<file path="config.mk">
export PLATFORM = sky130hd
export DESIGN_NAME = flash_word_assembler
export DESIGN_NICKNAME = d
export VERILOG_FILES = /design/src/rtl/fwa_pkg.sv /design/src/rtl/fwa_addr_track.sv /design/src/rtl/fwa_mode_ctl.sv /design/src/rtl/fwa_status.sv /design/src/rtl/flash_word_assembler.sv
export SDC_FILE = /design/constraint.sdc
export NUM_CORES = 1
export LEC_CHECK = 0
export ABC_AREA = 1
export BUFFER_PORTS_ARGS = -buffer_cell sky130_fd_sc_hd__buf_2
export CAP_MARGIN = 20
export CORE_MARGIN = 2
export CORE_UTILIZATION = 40
export DETAILED_ROUTE_END_ITERATION = 6
export PLACE_DENSITY = 0.58
export SETUP_SLACK_MARGIN = 0.02
export SYNTH_ARGS = -nofsm -noshare
export SYNTH_HDL_FRONTEND = slang
export SYNTH_SLANG_ARGS = --single-unit
</file>
<file path="constraint.sdc">
create_clock -name clk -period 5.9 [get_ports clk]
set_input_delay 0.885 -clock clk [delete_from_list [all_inputs] [get_ports clk]]
set_output_delay 0.885 -clock clk [all_outputs]
set_load 0.005 [all_outputs]
</file>
<file path="src/rtl/fwa_pkg.sv">
package fwa_pkg;

   localparam logic [7:0] POS_OPEN  = 8'h00;
   localparam logic [7:0] POS_CLOSE = 8'h01;
   localparam logic [7:0] POS_LONE  = 8'h02;

   localparam int ERR_MM_BIT = 0;
   localparam int ERR_FL_BIT = 1;

   typedef enum logic [1:0] {
      ST_IDLE  = 2'd0,
      ST_FLUSH = 2'd1,
      ST_WORD  = 2'd2
   } fwa_state_e;

   function automatic logic opens_burst(input logic [7:0] pos);
      return (pos == POS_OPEN) || (pos == POS_LONE);
   endfunction

   function automatic logic closes_burst(input logic [7:0] pos);
      return (pos == POS_CLOSE) || (pos == POS_LONE);
   endfunction

endpackage

</file>
<file path="src/rtl/fwa_addr_track.sv">
module fwa_addr_track #(
   parameter int ADDR_W = 32
) (
   input  logic              clk,
   input  logic              rst_n,
   input  logic              take,
   input  logic              opening,
   input  logic [ADDR_W-1:0] addr,
   output logic              mismatch
);
   localparam logic [ADDR_W-1:0] ONE = {{(ADDR_W-1){1'b0}}, 1'b1};

   logic [ADDR_W-1:0] next_q;

   assign mismatch = take && !opening && (addr != next_q);

   always_ff @(posedge clk) begin
      if (!rst_n) next_q <= '0;
      else if (take) next_q <= addr + ONE;
   end

endmodule

</file>
<file path="src/rtl/fwa_mode_ctl.sv">
module fwa_mode_ctl (
   input  logic clk,
   input  logic rst_n,
   input  logic open_take,
   input  logic burst_done,
   output logic wr_mode,
   output logic mode_enter,
   output logic mode_exit
);

   always_ff @(posedge clk) begin
      if (!rst_n) begin
         wr_mode    <= 1'b0;
         mode_enter <= 1'b0;
         mode_exit  <= 1'b0;
      end else begin
         mode_enter <= open_take;
         mode_exit  <= burst_done;
         if (open_take) wr_mode <= 1'b1;
         else if (burst_done) wr_mode <= 1'b0;
      end
   end


   exit_follows_done_chk: assert property (@(posedge clk) disable iff (!rst_n)
      burst_done |=> mode_exit && !mode_enter);

endmodule

</file>
<file path="src/rtl/fwa_status.sv">
module fwa_status #(
   parameter int CNT_W  = 8,
   parameter int CODE_W = 8
) (
   input  logic              clk,
   input  logic              rst_n,
   input  logic              take,
   input  logic              opening,
   input  logic              mismatch,
   input  logic              ack_err,
   input  logic              burst_done,
   output logic              rsp_valid,
   output logic [CODE_W-1:0] rsp_code,
   output logic [CNT_W-1:0]  rsp_count
);
   import fwa_pkg::*;

   localparam logic [CNT_W-1:0] CNT_MAX = {CNT_W{1'b1}};
   localparam logic [CNT_W-1:0] CNT_ONE = {{(CNT_W-1){1'b0}}, 1'b1};

   if (CODE_W < 2) begin : g_code_w_bad
      $error("fwa_status: CODE_W must hold both error bits");
   end

   logic [CODE_W-1:0] err_q;
   logic [CODE_W-1:0] err_now;
   logic [CNT_W-1:0]  cnt_q;

   always_comb begin
      err_now = err_q;
      if (mismatch) err_now[ERR_MM_BIT] = 1'b1;
      if (ack_err)  err_now[ERR_FL_BIT] = 1'b1;
   end

   always_ff @(posedge clk) begin
      if (!rst_n) begin
         err_q     <= '0;
         cnt_q     <= '0;
         rsp_valid <= 1'b0;
         rsp_code  <= '0;
         rsp_count <= '0;
      end else begin
         rsp_valid <= burst_done;
         if (take && opening) begin
            err_q <= '0;
            cnt_q <= CNT_ONE;
         end else begin
            err_q <= err_now;
            if (take && cnt_q != CNT_MAX) cnt_q <= cnt_q + CNT_ONE;
         end
         if (burst_done) begin
            rsp_code  <= err_now;
            rsp_count <= cnt_q;
         end
      end
   end


   count_nonzero_chk: assert property (@(posedge clk) disable iff (!rst_n)
      rsp_valid |-> rsp_count != '0);

endmodule

</file>
<file path="src/rtl/flash_word_assembler.sv">
module flash_word_assembler #(
   parameter int          ADDR_W    = 32,
   parameter int          CNT_W     = 8,
   parameter int          CODE_W    = 8,
   parameter logic [7:0]  FILL_BYTE = 8'hFF,
   parameter bit          WORD_ADDR = 1'b0
) (
   input  logic              clk,
   input  logic              rst_n,
   input  logic              req_valid,
   output logic              req_ready,
   input  logic [ADDR_W-1:0] req_addr,
   input  logic [7:0]        req_data,
   input  logic [7:0]        req_flag,
   output logic              fl_req,
   input  logic              fl_ack,
   input  logic              fl_err,
   output logic [ADDR_W-1:0] fl_addr,
   output logic [15:0]       fl_data,
   output logic              wr_mode,
   output logic              mode_enter,
   output logic              mode_exit,
   output logic              rsp_valid,
   output logic [CODE_W-1:0] rsp_code,
   output logic [CNT_W-1:0]  rsp_count
);
   import fwa_pkg::*;

   localparam int WA_W = ADDR_W - 1;

   if (ADDR_W < 2) begin : g_addr_w_bad
      $error("flash_word_assembler: ADDR_W must be at least 2");
   end
   if (CNT_W < 1) begin : g_cnt_w_bad
      $error("flash_word_assembler: CNT_W must be positive");
   end

   fwa_state_e st_q;

   logic            pend_v_q;
   logic [WA_W-1:0] pend_wa_q;
   logic [7:0]      pend_d_q;

   logic [ADDR_W-1:0] def_addr_q;
   logic [7:0]        def_data_q;
   logic              def_end_q;

   logic            cur_end_q;
   logic [WA_W-1:0] wa_q;
   logic [15:0]     wd_q;
   logic            fl_req_q;

   logic take, in_open, in_close, partner, need_flush;
   logic mismatch, burst_done, ack_err;

   logic [ADDR_W-1:0] b_addr;
   logic [7:0]        b_data;
   logic              b_end, b_partner, b_issue;
   logic [15:0]       b_word;

   assign req_ready  = (st_q == ST_IDLE);
   assign take       = req_valid && req_ready;
   assign in_open    = opens_burst(req_flag);
   assign in_close   = closes_burst(req_flag);
   assign partner    = pend_v_q && req_addr[0] && (req_addr[ADDR_W-1:1] == pend_wa_q);
   assign need_flush = pend_v_q && !partner;

   // Byte under placement: incoming byte when idle, parked byte after a flush.
   always_comb begin
      if (st_q == ST_FLUSH) begin
         b_addr    = def_addr_q;
         b_data    = def_data_q;
         b_end     = def_end_q;
         b_partner = 1'b0;
      end else begin
         b_addr    = req_addr;
         b_data    = req_data;
         b_end     = in_close;
         b_partner = partner;
      end
      b_issue = b_addr[0] || b_end;
      if (b_addr[0]) b_word = {b_data, (b_partner ? pend_d_q : FILL_BYTE)};
      else           b_word = {FILL_BYTE, b_data};
   end

   always_ff @(posedge clk) begin
      if (!rst_n) begin
         st_q       <= ST_IDLE;
         pend_v_q   <= 1'b0;
         pend_wa_q  <= '0;
         pend_d_q   <= '0;
         def_addr_q <= '0;
         def_data_q <= '0;
         def_end_q  <= 1'b0;
         cur_end_q  <= 1'b0;
         wa_q       <= '0;
         wd_q       <= '0;
         fl_req_q   <= 1'b0;
      end else begin
         unique case (st_q)
            ST_IDLE: begin
               if (take) begin
                  if (need_flush) begin
                     fl_req_q   <= 1'b1;
                     wa_q       <= pend_wa_q;
                     wd_q       <= {FILL_BYTE, pend_d_q};
                     pend_v_q   <= 1'b0;
                     def_addr_q <= req_addr;
                     def_data_q <= req_data;
                     def_end_q  <= in_close;
                     st_q       <= ST_FLUSH;
                  end else if (b_issue) begin
                     fl_req_q  <= 1'b1;
                     wa_q      <= b_addr[ADDR_W-1:1];
                     wd_q      <= b_word;
                     pend_v_q  <= 1'b0;
                     cur_end_q <= b_end;
                     st_q      <= ST_WORD;
                  end else begin
                     pend_v_q  <= 1'b1;
                     pend_wa_q <= b_addr[ADDR_W-1:1];
                     pend_d_q  <= b_data;
                  end
               end
            end
            ST_FLUSH: begin
               if (fl_ack) begin
                  if (b_issue) begin
                     wa_q      <= b_addr[ADDR_W-1:1];
                     wd_q      <= b_word;
                     cur_end_q <= b_end;
                     st_q      <= ST_WORD;
                  end else begin
                     fl_req_q  <= 1'b0;
                     pend_v_q  <= 1'b1;
                     pend_wa_q <= b_addr[ADDR_W-1:1];
                     pend_d_q  <= b_data;
                     st_q      <= ST_IDLE;
                  end
               end
            end
            ST_WORD: begin
               if (fl_ack) begin
                  fl_req_q <= 1'b0;
                  st_q     <= ST_IDLE;
               end
            end
            default: st_q <= ST_IDLE;
         endcase
      end
   end

   assign fl_req     = fl_req_q;
   assign fl_data    = wd_q;
   assign burst_done = (st_q == ST_WORD) && fl_ack && cur_end_q;
   assign ack_err    = fl_req_q && fl_ack && fl_err;

   if (WORD_ADDR) begin : g_word_index
      assign fl_addr = {1'b0, wa_q};
   end else begin : g_byte_addr
      assign fl_addr = {wa_q, 1'b0};
   end

   fwa_addr_track #(.ADDR_W(ADDR_W)) u_track (
      .clk      (clk),
      .rst_n    (rst_n),
      .take     (take),
      .opening  (in_open),
      .addr     (req_addr),
      .mismatch (mismatch)
   );

   fwa_mode_ctl u_mode (
      .clk        (clk),
      .rst_n      (rst_n),
      .open_take  (take && in_open),
      .burst_done (burst_done),
      .wr_mode    (wr_mode),
      .mode_enter (mode_enter),
      .mode_exit  (mode_exit)
   );

   fwa_status #(.CNT_W(CNT_W), .CODE_W(CODE_W)) u_status (
      .clk        (clk),
      .rst_n      (rst_n),
      .take       (take),
      .opening    (in_open),
      .mismatch   (mismatch),
      .ack_err    (ack_err),
      .burst_done (burst_done),
      .rsp_valid  (rsp_valid),
      .rsp_code   (rsp_code),
      .rsp_count  (rsp_count)
   );


   fl_hold_chk: assert property (@(posedge clk) disable iff (!rst_n)
      fl_req && !fl_ack |=> fl_req && $stable(fl_addr) && $stable(fl_data));


   ready_block_chk: assert property (@(posedge clk) disable iff (!rst_n)
      fl_req |-> !req_ready);


   exit_with_rsp_chk: assert property (@(posedge clk) disable iff (!rst_n)
      mode_exit |-> rsp_valid && !wr_mode);


   enter_mode_chk: assert property (@(posedge clk) disable iff (!rst_n)
      mode_enter |-> wr_mode && !mode_exit);

endmodule

</file>
==> summary.md, run 1 <==
| Metric | Value |
|---|---|
| Area grow syn2layout | 11.5% |
| Simple-gate share of the synthesized area | 0.333 |
| Crit Path Class | register to register |
| FF/Latch Area | 3740 um^2 |
| Post-CTS Hold Buffers | 0 |
| Outcome | completed |
| P per Cell Area | 416 nW/um^2 |
| Rel. slew slack | 0.415 |
| XOR/XNOR Fraction of Synth Area | 0.0399 |
| R2R depth | 14 |
| First-pass GRT wire length | 50.0 mm |
| Worst Setup Start Kind | register |
| Worst path arrival time | 4860 ps |
| Post-cts sizing count | 0 |
| Residual DRC count | 0 |
| Via count | 10400 |
| Seq/Total Area, Yosys | 0.356 |
| WHS | 454 ps |
| HP Class | register to register |
| CTS Buf Count | 17 |
| Starting density of the core | 0.406 |
| Port Buffer Count | 115 |
| Routed wire per std cell | 14.8 um |
| Setup-failing EPs final | 0 |
| All-Layer GR Usage | 0.220 |
| Netlist cell types | 38 |
| Cell Count, Final, Fillers Out | 2055 |
| Area of the multi-input gates | 5600 um^2 |
| Chip height | 166 um |
| Core Box Area | 25900 um^2 |
| Max Root-Sink Buffers | 2 |
| Reg-to-reg endpoint | pend_d_q[5] |
| Post-synthesis register bit count | 187 |
| Post-synth EDFFs | 0 |
| Clk slew on worst S/H paths | 80 ps |
| # Post-CTS Setup Buffers | 0 |
| Fmax | 223 MHz |
| Initial antenna violation count | 0 |
| Critical Path RT | 6270 ps |
| Top cells by area, synth | dfxtp_1, nand2_1, nand3_1, a21oi_1, inv_1 |
| R2R setup slack | 1410 ps |
| Final WL | 30.4 mm |
| Post-route ant nets | 0 |
| Crit path time final | 4490 ps |
| TNS Setup | 0 ps |
| # clock sinks | 187 |
| Final Max Slew Viols | 0 |
| Standard-cell rows | 59 |
| Leak pwr | 0.00536 uW |
| Fin crit share | 0.761 |
| RSZ-0062 raised after global routing | no |
| Mapped Area | 10500 um^2 |
| Placed cell area | 11100 um^2 |
| Reg-to-reg startpoint | st_q[1] |
| Final Cell Area | 11700 um^2 |
| CTS tree | built |
| Main combinational cell family by area after synthesis | simple AND/OR/NAND/NOR gates |
| Max-Cap Viols | 0 |
| Gate count of the mapped netlist | 1666 |
| RePlAce Congestion | 0.847 |
| Maximum number of pins on one net before global-route repair | 65 |
| Post-detail-place hpwl | 20.9 mm |
| WHS Endpoint | def_data_q[5] |
| Hold Startpoint | def_data_q[5] |
| H-tree levels | 4 |
| Yosys top cell by area | dfxtp_1 |
| Inst Count DP | 2022 |
| Mux cell area share after synthesis | 0 |
| Worst hold path depth | 2 |
| Ys async rst share | 0 |
| Count leader, synth | nand2_1 |
| Post-Synth Adder-Cell Area | 0.00713 |
| Vias per cell | 5.04 |
| Mean Syn Cell Area | 6.32 um^2 |
| DIE WIDTH | 166 um |
| Area share of the largest cell type after synthesis | 0.356 |
| Top FF cell, synth | dfxtp_1 |
| Clk root buf | clkbuf_16 |
| Global route overflow | 0 |
| FILL cells | 2785 |
| Worst-skew pair later-pin latency | 440 ps |
| Vias in the first global route | 9585 |
| Endpoints failing hold | 0 |
| Post-synthesis compound-gate area fraction | 0.148 |
| CP Max Fanout | 64 |
| Share of layout cells above drive strength 1 | 0.129 |
| Syn. warnings | 0 |
| VDD IR max | 0.000205 V |
| Leading cell types by count after synthesis | nand2_1, dfxtp_1, inv_1, nand3_1, a21oi_1 |
| Die Area | 27600 um^2 |
| Measured slew at the worst slew-check pin | 875 ps |
| Setup Skew | 14.5 ps |
| Final #Nets | 1765 |
| IO Count | 123 |
| Crit end category | register |
| Drt pass-1 iters | 5 |
| First DRT Iteration DRCs | 740 |
-- logic make-up (layout without fill, tap and decap cells) --
group | after synthesis | after routing
AND/OR/NAND/NOR | 831 | 831
buffers and inverters | 297 | 344
AO/OA/AOI/OAI | 296 | 296
flip-flops | 187 | 187
XOR/XNOR | 48 | 48
adder cells (fa/ha/maj) | 6 | 6
other | 1 | 8
-- area by class of cell --
cell class,instances,area share
well taps,335,0.0357
multi-input cells,1188,0.477
inverters,187,0.0600
repair buffers,125,0.0561
flip-flops and latches,187,0.319
clock buffers,18,0.0374
clock inverters,14,0.0144
diodes,1,0.000213
-- worst max-delay path by stage --
stage	start	endpoint	cells past startpoint
after CTS	st_q[1]	pend_d_q[5]	14
after floorplan	req_addr[2]	pend_d_q[5]	17
after detailed placement	st_q[1]	pend_d_q[5]	14
after global placement	st_q[1]	pend_d_q[4]	14
final	st_q[1]	pend_d_q[5]	14
after global routing	st_q[1]	pend_d_q[5]	14
-- layout by cell type, fill, tap and decap left out, drive strengths merged, types with 20 or more instances in the layout --
master | netlist | layout
o21ai | 134 | 134
inv | 186 | 195
nand2 | 514 | 514
buf | 67 | 125
nand3 | 149 | 149
nand4 | 20 | 20
dfxtp | 187 | 187
a21oi | 149 | 149
xor2 | 38 | 38
nor2 | 117 | 117
-- per-layer routing --
layer  wire [um]  track usage  vias to the layer above
met4         331       0.0465                        0
met5           0            0                        -
li1            -            -                     5353
met3        1700       0.0365                       29
met2       14100        0.369                      256
met1       14300        0.300                     4726
-- stage by stage --
step / total power [uW] / setup slack, ps / util
6_report: 4880 / 1410 / 0.453
3_3_place_gp: 3670 / 1500 / 0.429
4_1_cts: 4930 / 1380 / 0.453
3_5_place_dp: 3710 / 1390 / 0.429
5_1_grt: 5280 / 932 / 0.453
2_1_floorplan: 3160 / 3510 / -
-- worst max-delay path: stages, from the launching register on --
cell and delay [ps]:
dfxtp_1 330, inv_1 100, ha_2 560, inv_1 430, or2_1 330, nand2_1 130
a21oi_4 30, buf_4 330, inv_2 670, nor2_1 210, nand2_4 590, clkinv_2 370
nand2_1 130, nand2_1 50, nor2_1 100
-- state kept, by name, summed over array words and instances, names as in the netlist --
register            cells
def_addr_q             32
u_track.next_q         32
pend_wa_q              31
wa_q                   31
fl_data                16
def_data_q              8
pend_d_q                8
u_status.cnt_q          8
u_status.rsp_count      8
st_q                    2
u_status.err_q          2
u_status.rsp_code       2
cur_end_q               1
def_end_q               1
fl_req                  1
pend_v_q                1
u_mode.mode_enter       1
u_mode.mode_exit        1
u_mode.wr_mode          1
-- power breakdown --
group          switching [uW]  internal (uW)
Combinational            1250            623
Sequential                214           1590
Clock                     560            655
Note: power is estimated with default switching activity, not from simulation.
==> run 2: changes to the inputs <==
==> constraint.sdc (replaced) <==
create_clock -name clk -period 4.5 [get_ports clk]
set_input_delay 0.675 -clock clk [delete_from_list [all_inputs] [get_ports clk]]
set_output_delay 0.675 -clock clk [all_outputs]
set_load 0.005 [all_outputs]
==> run 2 against run 1 <==
  * Worst hold slack better by 1.9 ps
  * Global-route usage is 0.27 points higher
  * Maximum frequency is 44% higher
  * Clock power is 29% higher
  * Sequential power is 31% higher
  * Core utilization is 0.13 points higher
  * Total power is 31% higher
  * Setup slack worse by 38 ps
  * Non-clock buffer count is 7 higher
  * Combinational power is 32% higher
  * Clock skew is 0.55 ps lower
  * Critical endpoint is now pend_wa_q[28]
  * Largest power group unchanged
  * Highest routed layer unchanged
==> summary.md, run 2 (synthesized netlist as in run 1, its figures left out) <==
| Metric | Value |
|---|---|
| Outcome | completed |
| Clk root buf | clkbuf_16 |
| CTS Buf Count | 17 |
| RSZ-0062 raised after global routing | no |
| Standard-cell rows | 59 |
| Crit end category | register |
| DIE WIDTH | 166 um |
| Fmax | 320 MHz |
| RePlAce Congestion | 0.843 |
| Post-route ant nets | 0 |
| Crit Path Class | register to register |
| Vias in the first global route | 9685 |
| Pre-CTS setup slack | 1310 ps |
| CTS tree | built |
| Die Area | 27600 um^2 |
| Max-Cap Viols | 0 |
| Post-detail-place hpwl | 21.3 mm |
| Chip height | 166 um |
| Final Max Slew Viols | 0 |
| Fin crit share | 0.695 |
| Port Buffer Count | 115 |
| Share of layout cells above drive strength 1 | 0.133 |
| Setup Skew | 13.9 ps |
| IO Count | 123 |
| Initial antenna violation count | 0 |
| Routed wire per std cell | 15.0 um |
| Starting density of the core | 0.406 |
| Setup-failing EPs final | 0 |
| Most frequent cells in the layout | nand2_1, dfxtp_1, inv_1, nand3_1, a21oi_1 |
| Post-CTS Hold Buffers | 0 |
| HP Class | register to register |
| Core Box Area | 25900 um^2 |
| Most common cell after layout, fill and taps aside | nand2_1 |
| Final WL | 30.9 mm |
| First DRT Iteration DRCs | 576 |
| # Post-CTS Setup Buffers | 0 |
| Measured slew at the worst slew-check pin | 845 ps |
| H-tree levels | 4 |
| Global route overflow | 0 |
| Rel. slew slack | 0.437 |
| First-pass GRT wire length | 50.6 mm |
| Vias per cell | 5.02 |
| TNS Setup | 0 ps |
| P per Cell Area | 544 nW/um^2 |
| Crit path time final | 3130 ps |
| Critical Path RT | 4810 ps |
| Cell Count, Final, Fillers Out | 2061 |
| # clock sinks | 187 |
| Post-cts sizing count | 0 |
| Antenna diode count | 0 |
| Endpoints failing hold | 0 |
| Final core utilization | 0.454 |
| Largest registers | def_addr_q: 32 flops, u_track.next_q: 32 flops |
| Final #Nets | 1772 |
| Worst-skew pair later-pin latency | 440 ps |
| CP Max Fanout | 40 |
| Worst Setup Start Kind | register |
| VDD IR max | 0.000313 V |
| WHS | 456 ps |
| Inst Count DP | 2029 |
| Final worst slack | 1370 ps |
| Residual DRC count | 0 |
| Area grow syn2layout | 11.8% |
| Worst path arrival time | 3440 ps |
| All-Layer GR Usage | 0.223 |
| Max Root-Sink Buffers | 2 |
| Maximum number of pins on one net before global-route repair | 74 |
| Clk slew on worst S/H paths | 80 ps |
| Via count | 10400 |
| Drt pass-1 iters | 5 |
| Leak pwr | 0.00538 uW |
-- run 2: stage by stage --
step / area (um^2) / total power, uW
after floorplan: 10500 / 4150
after global placement: 11200 / 4840
after detailed placement: 11200 / 4880
after CTS: 11800 / 6460
after global routing: 11800 / 6910
final: 11800 / 6410
-- run 2: worst max-delay path, cell delays in order, from the launching register on --
cell and delay (ps):
dfxtp_1 330, inv_1 100, ha_2 440, o21ai_2 230
inv_2 290, nand3_2 440, nor2_1 360, nand2_4 230
buf_4 320, o21ai_1 170, a21oi_1 50
-- run 2: per-layer routing --
| layer | vias up | global-route usage | part of all wire |
|---|---|---|---|
| met5 | - | 0 | 0 |
| met4 | 0 | 0.0416 | 0.0077 |
| met3 | 20 | 0.0353 | 0.048 |
| met2 | 228 | 0.378 | 0.46 |
| met1 | 4724 | 0.303 | 0.48 |
| li1 | 5379 | - | - |
-- run 2: layout make-up --
class	count	area (um^2)
clock buffer	17	425
timing repair buffer	132	703
fill	2795	14100
multi-input combinational	1188	5600
clock inverter	15	179
tap	335	419
sequential	187	3740
inverter	187	704
-- run 2: path summary, 6_finish.rpt --
check                     start            end  slack [ps]  cells after the start
hold reg to reg   def_data_q[5]  def_data_q[5]         460                      2
setup reg to reg        st_q[1]  pend_wa_q[28]        1370                     10
setup / recovery        st_q[1]  pend_wa_q[28]        1370                     10
hold / removal    def_data_q[5]  def_data_q[5]         460                      2
-- run 2: power by group --
| group | switching, uW | internal, uW |
|---|---|---|
| Combinational | 1640 | 831 |
| Sequential | 283 | 2080 |
| Clock | 769 | 801 |
| Total | 2690 | 3710 |
==> run 3: changes to the inputs <==
--- a/config.mk
+++ b/config.mk
@@ -5,13 +5,13 @@
 export SDC_FILE = /design/constraint.sdc
 export NUM_CORES = 1
 export LEC_CHECK = 0
-export ABC_AREA = 1
+export ABC_AREA = 0
 export BUFFER_PORTS_ARGS = -buffer_cell sky130_fd_sc_hd__buf_2
 export CAP_MARGIN = 20
 export CORE_MARGIN = 2
 export CORE_UTILIZATION = 40
 export DETAILED_ROUTE_END_ITERATION = 6
-export PLACE_DENSITY = 0.58
+export PLACE_DENSITY = 0.61
 export SETUP_SLACK_MARGIN = 0.02
 export SYNTH_ARGS = -nofsm -noshare
 export SYNTH_HDL_FRONTEND = slang
==> constraint.sdc (replaced) <==
create_clock -name clk -period 2.6 [get_ports clk]
set_input_delay 0.39 -clock clk [delete_from_list [all_inputs] [get_ports clk]]
set_output_delay 0.39 -clock clk [all_outputs]
set_load 0.005 [all_outputs]
==> run 3 against run 2 <==
  * First-iteration DRC count increased by 3.5%
  * Sequential power increased by 49%
  * Via count decreased by 18%
  * Highest routed layer is now met5
  * Clock skew decreased by 2.7 ps
  * Die area decreased by 9.6%
  * Core utilization increased by 2.7 points
  * Critical endpoint is now fl_data[13]
  * Synthesized area decreased by 9.9%
==> summary.md, run 3 <==
| Metric | Value |
|---|---|
| Share of layout cells above drive strength 1 | 0.216 |
| Crit-path slowest cell | or3b_2 |
| Final #Nets | 1269 |
| Post-route ant nets | 0 |
| Initial antenna violation count | 2 |
| Area share of the largest cell type after synthesis | 0.395 |
| Fmax | 400 MHz |
| Placed cell area | 10700 um^2 |
| Residual DRC count | 0 |
| Routed wire per std cell | 17.8 um |
| R2R depth | 7 |
| Critical path's largest stage delay | 560 ps |
| Reg-to-reg endpoint | fl_data[13] |
| VDD IR max | 0.000404 V |
| Starting density of the core | 0.405 |
| Max-Cap Viols | 0 |
| HP Class | input pin to register |
| Overall power | 8470 uW |
| Leading cell types by count after synthesis | dfxtp_1, o21ai_0, clkbuf_1, nand2_1, a21oi_1 |
| Final Max Slew Viols | 0 |
| First-pass GRT wire length | 43.8 mm |
| IO Count | 123 |
| Max Root-Sink Buffers | 2 |
| Syn. warnings | 0 |
| Worst-skew pair later-pin latency | 440 ps |
| CTS tree | built |
| Post-synth EDFFs | 0 |
| Hold Startpoint | req_data[6] |
| Top FF cell, synth | dfxtp_1 |
| Worst path cell trace | xor2_1 > nor4_1 > nand4_1 > buf_4 > o21ba_2 > or3b_2 > o221a_2 |
| Mean Syn Cell Area | 8.51 um^2 |
| WHS Endpoint | def_data_q[6] |
| Final Cell Area | 11300 um^2 |
| All-Layer GR Usage | 0.225 |
| Setup Skew | 11.3 ps |
| Most common cell after layout, fill and taps aside | dfxtp_1 |
| Vias in the first global route | 7971 |
| # clock sinks | 187 |
| First DRT Iteration DRCs | 596 |
| Ys async rst share | 0 |
| Worst Setup Start Kind | register |
| Outcome | completed |
| Standard-cell rows | 56 |
| Top cells by area, synth | dfxtp_1, mux2i_1, o21ai_0, xor2_1, xnor2_1 |
| Vias per cell | 5.47 |
| Maximum number of pins on one net before global-route repair | 62 |
| P per Cell Area | 751 nW/um^2 |
| R2R setup slack | 100 ps |
| Global route overflow | 0 |
| Most frequent cells in the layout | dfxtp_1, buf_2, o21ai_0, nand2_1 |
| Worst hold path depth | 3 |
| RSZ-0062 raised after global routing | no |
| Port Buffer Count | 115 |
| Rel. slew slack | 0.540 |
| Crit path time final | 2500 ps |
| Crit end category | register |
| Clk root buf | clkbuf_16 |
| Endpoints failing hold | 0 |
| DIE WIDTH | 158 um |
| Setup-failing EPs final | 0 |
| Netlist cell types | 52 |
| Via count | 8440 |
| Measured slew at the worst slew-check pin | 689 ps |
| Mapped Area | 9490 um^2 |
| # Post-CTS Setup Buffers | 0 |
| Worst path arrival time | 2830 ps |
| Post-synthesis register bit count | 187 |
| CTS Buf Count | 17 |
| Leak pwr | 0.00449 uW |
| Crit Path Class | register to register |
| Largest registers | def_addr_q: 32 flops, u_track.next_q: 32 flops |
| Reg-to-reg startpoint | pend_wa_q[10] |
| Seq/Total Area, Yosys | 0.395 |
| Critical Path RT | 2930 ps |
| Core Box Area | 23400 um^2 |
| Post-detail-place hpwl | 18.9 mm |
| Fin crit share | 0.961 |
| Chip height | 158 um |
| Count leader, synth | dfxtp_1 |
| RePlAce Congestion | 0.844 |
| Clk slew on worst S/H paths | 70 ps |
| Final WL | 27.5 mm |
| Yosys top cell by area | dfxtp_1 |
| Drt pass-1 iters | 5 |
| Die Area | 25000 um^2 |
| CP Max Fanout | 8 |
| Gate count of the mapped netlist | 1115 |
| H-tree levels | 4 |
| Area grow syn2layout | 18.8% |
[run 3: cell types whose count changed in the layout (fill, tap and decap cells not counted), sizes merged, moves of 16 or more]
cell | previous run | this run
a211oi | 0 | 51
inv | 192 | 38
nand2b | 0 | 33
nor3 | 18 | 2
a21oi | 149 | 67
xor2 | 38 | 54
xnor2 | 10 | 43
nand3 | 149 | 59
nand2 | 514 | 88
mux2i | 0 | 64
nor2 | 117 | 42
buf | 132 | 191
a221oi | 0 | 31
o21ai | 134 | 112
[run 3: timing repair]
item | in CTS | in global routing
resized for setup | 0 | 5
hold buffers | 0 | 0
endpoints found under the setup margin | 0 | 37
[run 3: final cells by class]
| class | count | area (um^2) |
|---|---|---|
| fillers | 2299 | 12100 |
| multi-input cells | 776 | 5140 |
| flip-flops and latches | 187 | 3740 |
| repair buffers | 191 | 1260 |
| clock buffers | 19 | 443 |
| well taps | 319 | 399 |
| clock inverters | 11 | 146 |
| inverters | 37 | 139 |
| diodes | 2 | 5.00 |
[run 3: metal layers]
metal	vias up	share of wire	global-route usage	wire length (um)
met4	2	0.018	0.0686	491
met3	39	0.067	0.0547	1860
met2	245	0.47	0.359	12900
met5	-	0.00025	0	7
li1	4138	-	-	-
met1	4016	0.45	0.302	12300
[run 3: metrics by stage]
| stage | std cells | hold WS, ps | setup TNS (ps) | util | setup slack (ps) |
|---|---|---|---|---|---|
| 2_1_floorplan | 1121 | 424 | 0 | - | 152 |
| 3_3_place_gp | 1510 | 437 | -244 | 0.455 | -27.6 |
| 3_5_place_dp | 1510 | 442 | -1330 | 0.455 | -75.3 |
| 4_1_cts | 1540 | 191 | 0 | 0.481 | 49.6 |
| 5_1_grt | 1540 | 214 | 0 | 0.481 | 21.7 |
| 6_report | 1542 | 197 | 0 | 0.482 | 102 |
[run 3: power by group]
| part | internal [uW] | switching (uW) |
|---|---|---|
| Clock | 1530 | 1170 |
| Combinational | 944 | 1300 |
| Sequential | 3260 | 264 |
| Total | 5730 | 2730 |
[run 3: cell families (layout without fill, tap and decap cells)]
group	count (synthesis)	count (layout)	share of synthesized area
other	1	9	0.000395
flip-flops	187	187	0.395
multiplexers	73	73	0.0782
AO/OA/AOI/OAI	298	298	0.206
XOR/XNOR	97	97	0.0896
buffers and inverters	158	258	0.0691
adder cells (fa/ha/maj)	6	6	0.00791
AND/OR/NAND/NOR	295	295	0.155
[run 3: worst max-delay path, delay by kind of cell (launching register included)]
kind	cells	cell delay [ps]
XOR/XNOR	1	180
AND/OR/NAND/NOR	3	1210
buffers and inverters	1	180
AO/OA/AOI/OAI	2	500
flip-flops	1	330
[run 3: how the worst max path moves through the flow]
stage	start	end	slack [ps]	cells after the start
final	pend_wa_q[10]	fl_data[13]	100	7
after global routing	pend_wa_q[16]	fl_data[11]	20	8
after CTS	pend_wa_q[22]	pend_wa_q[12]	50	8
after detailed placement	req_addr[23]	pend_wa_q[2]	-80	9
after global placement	req_addr[23]	fl_data[8]	-30	7
after floorplan	req_addr[23]	fl_data[10]	150	8
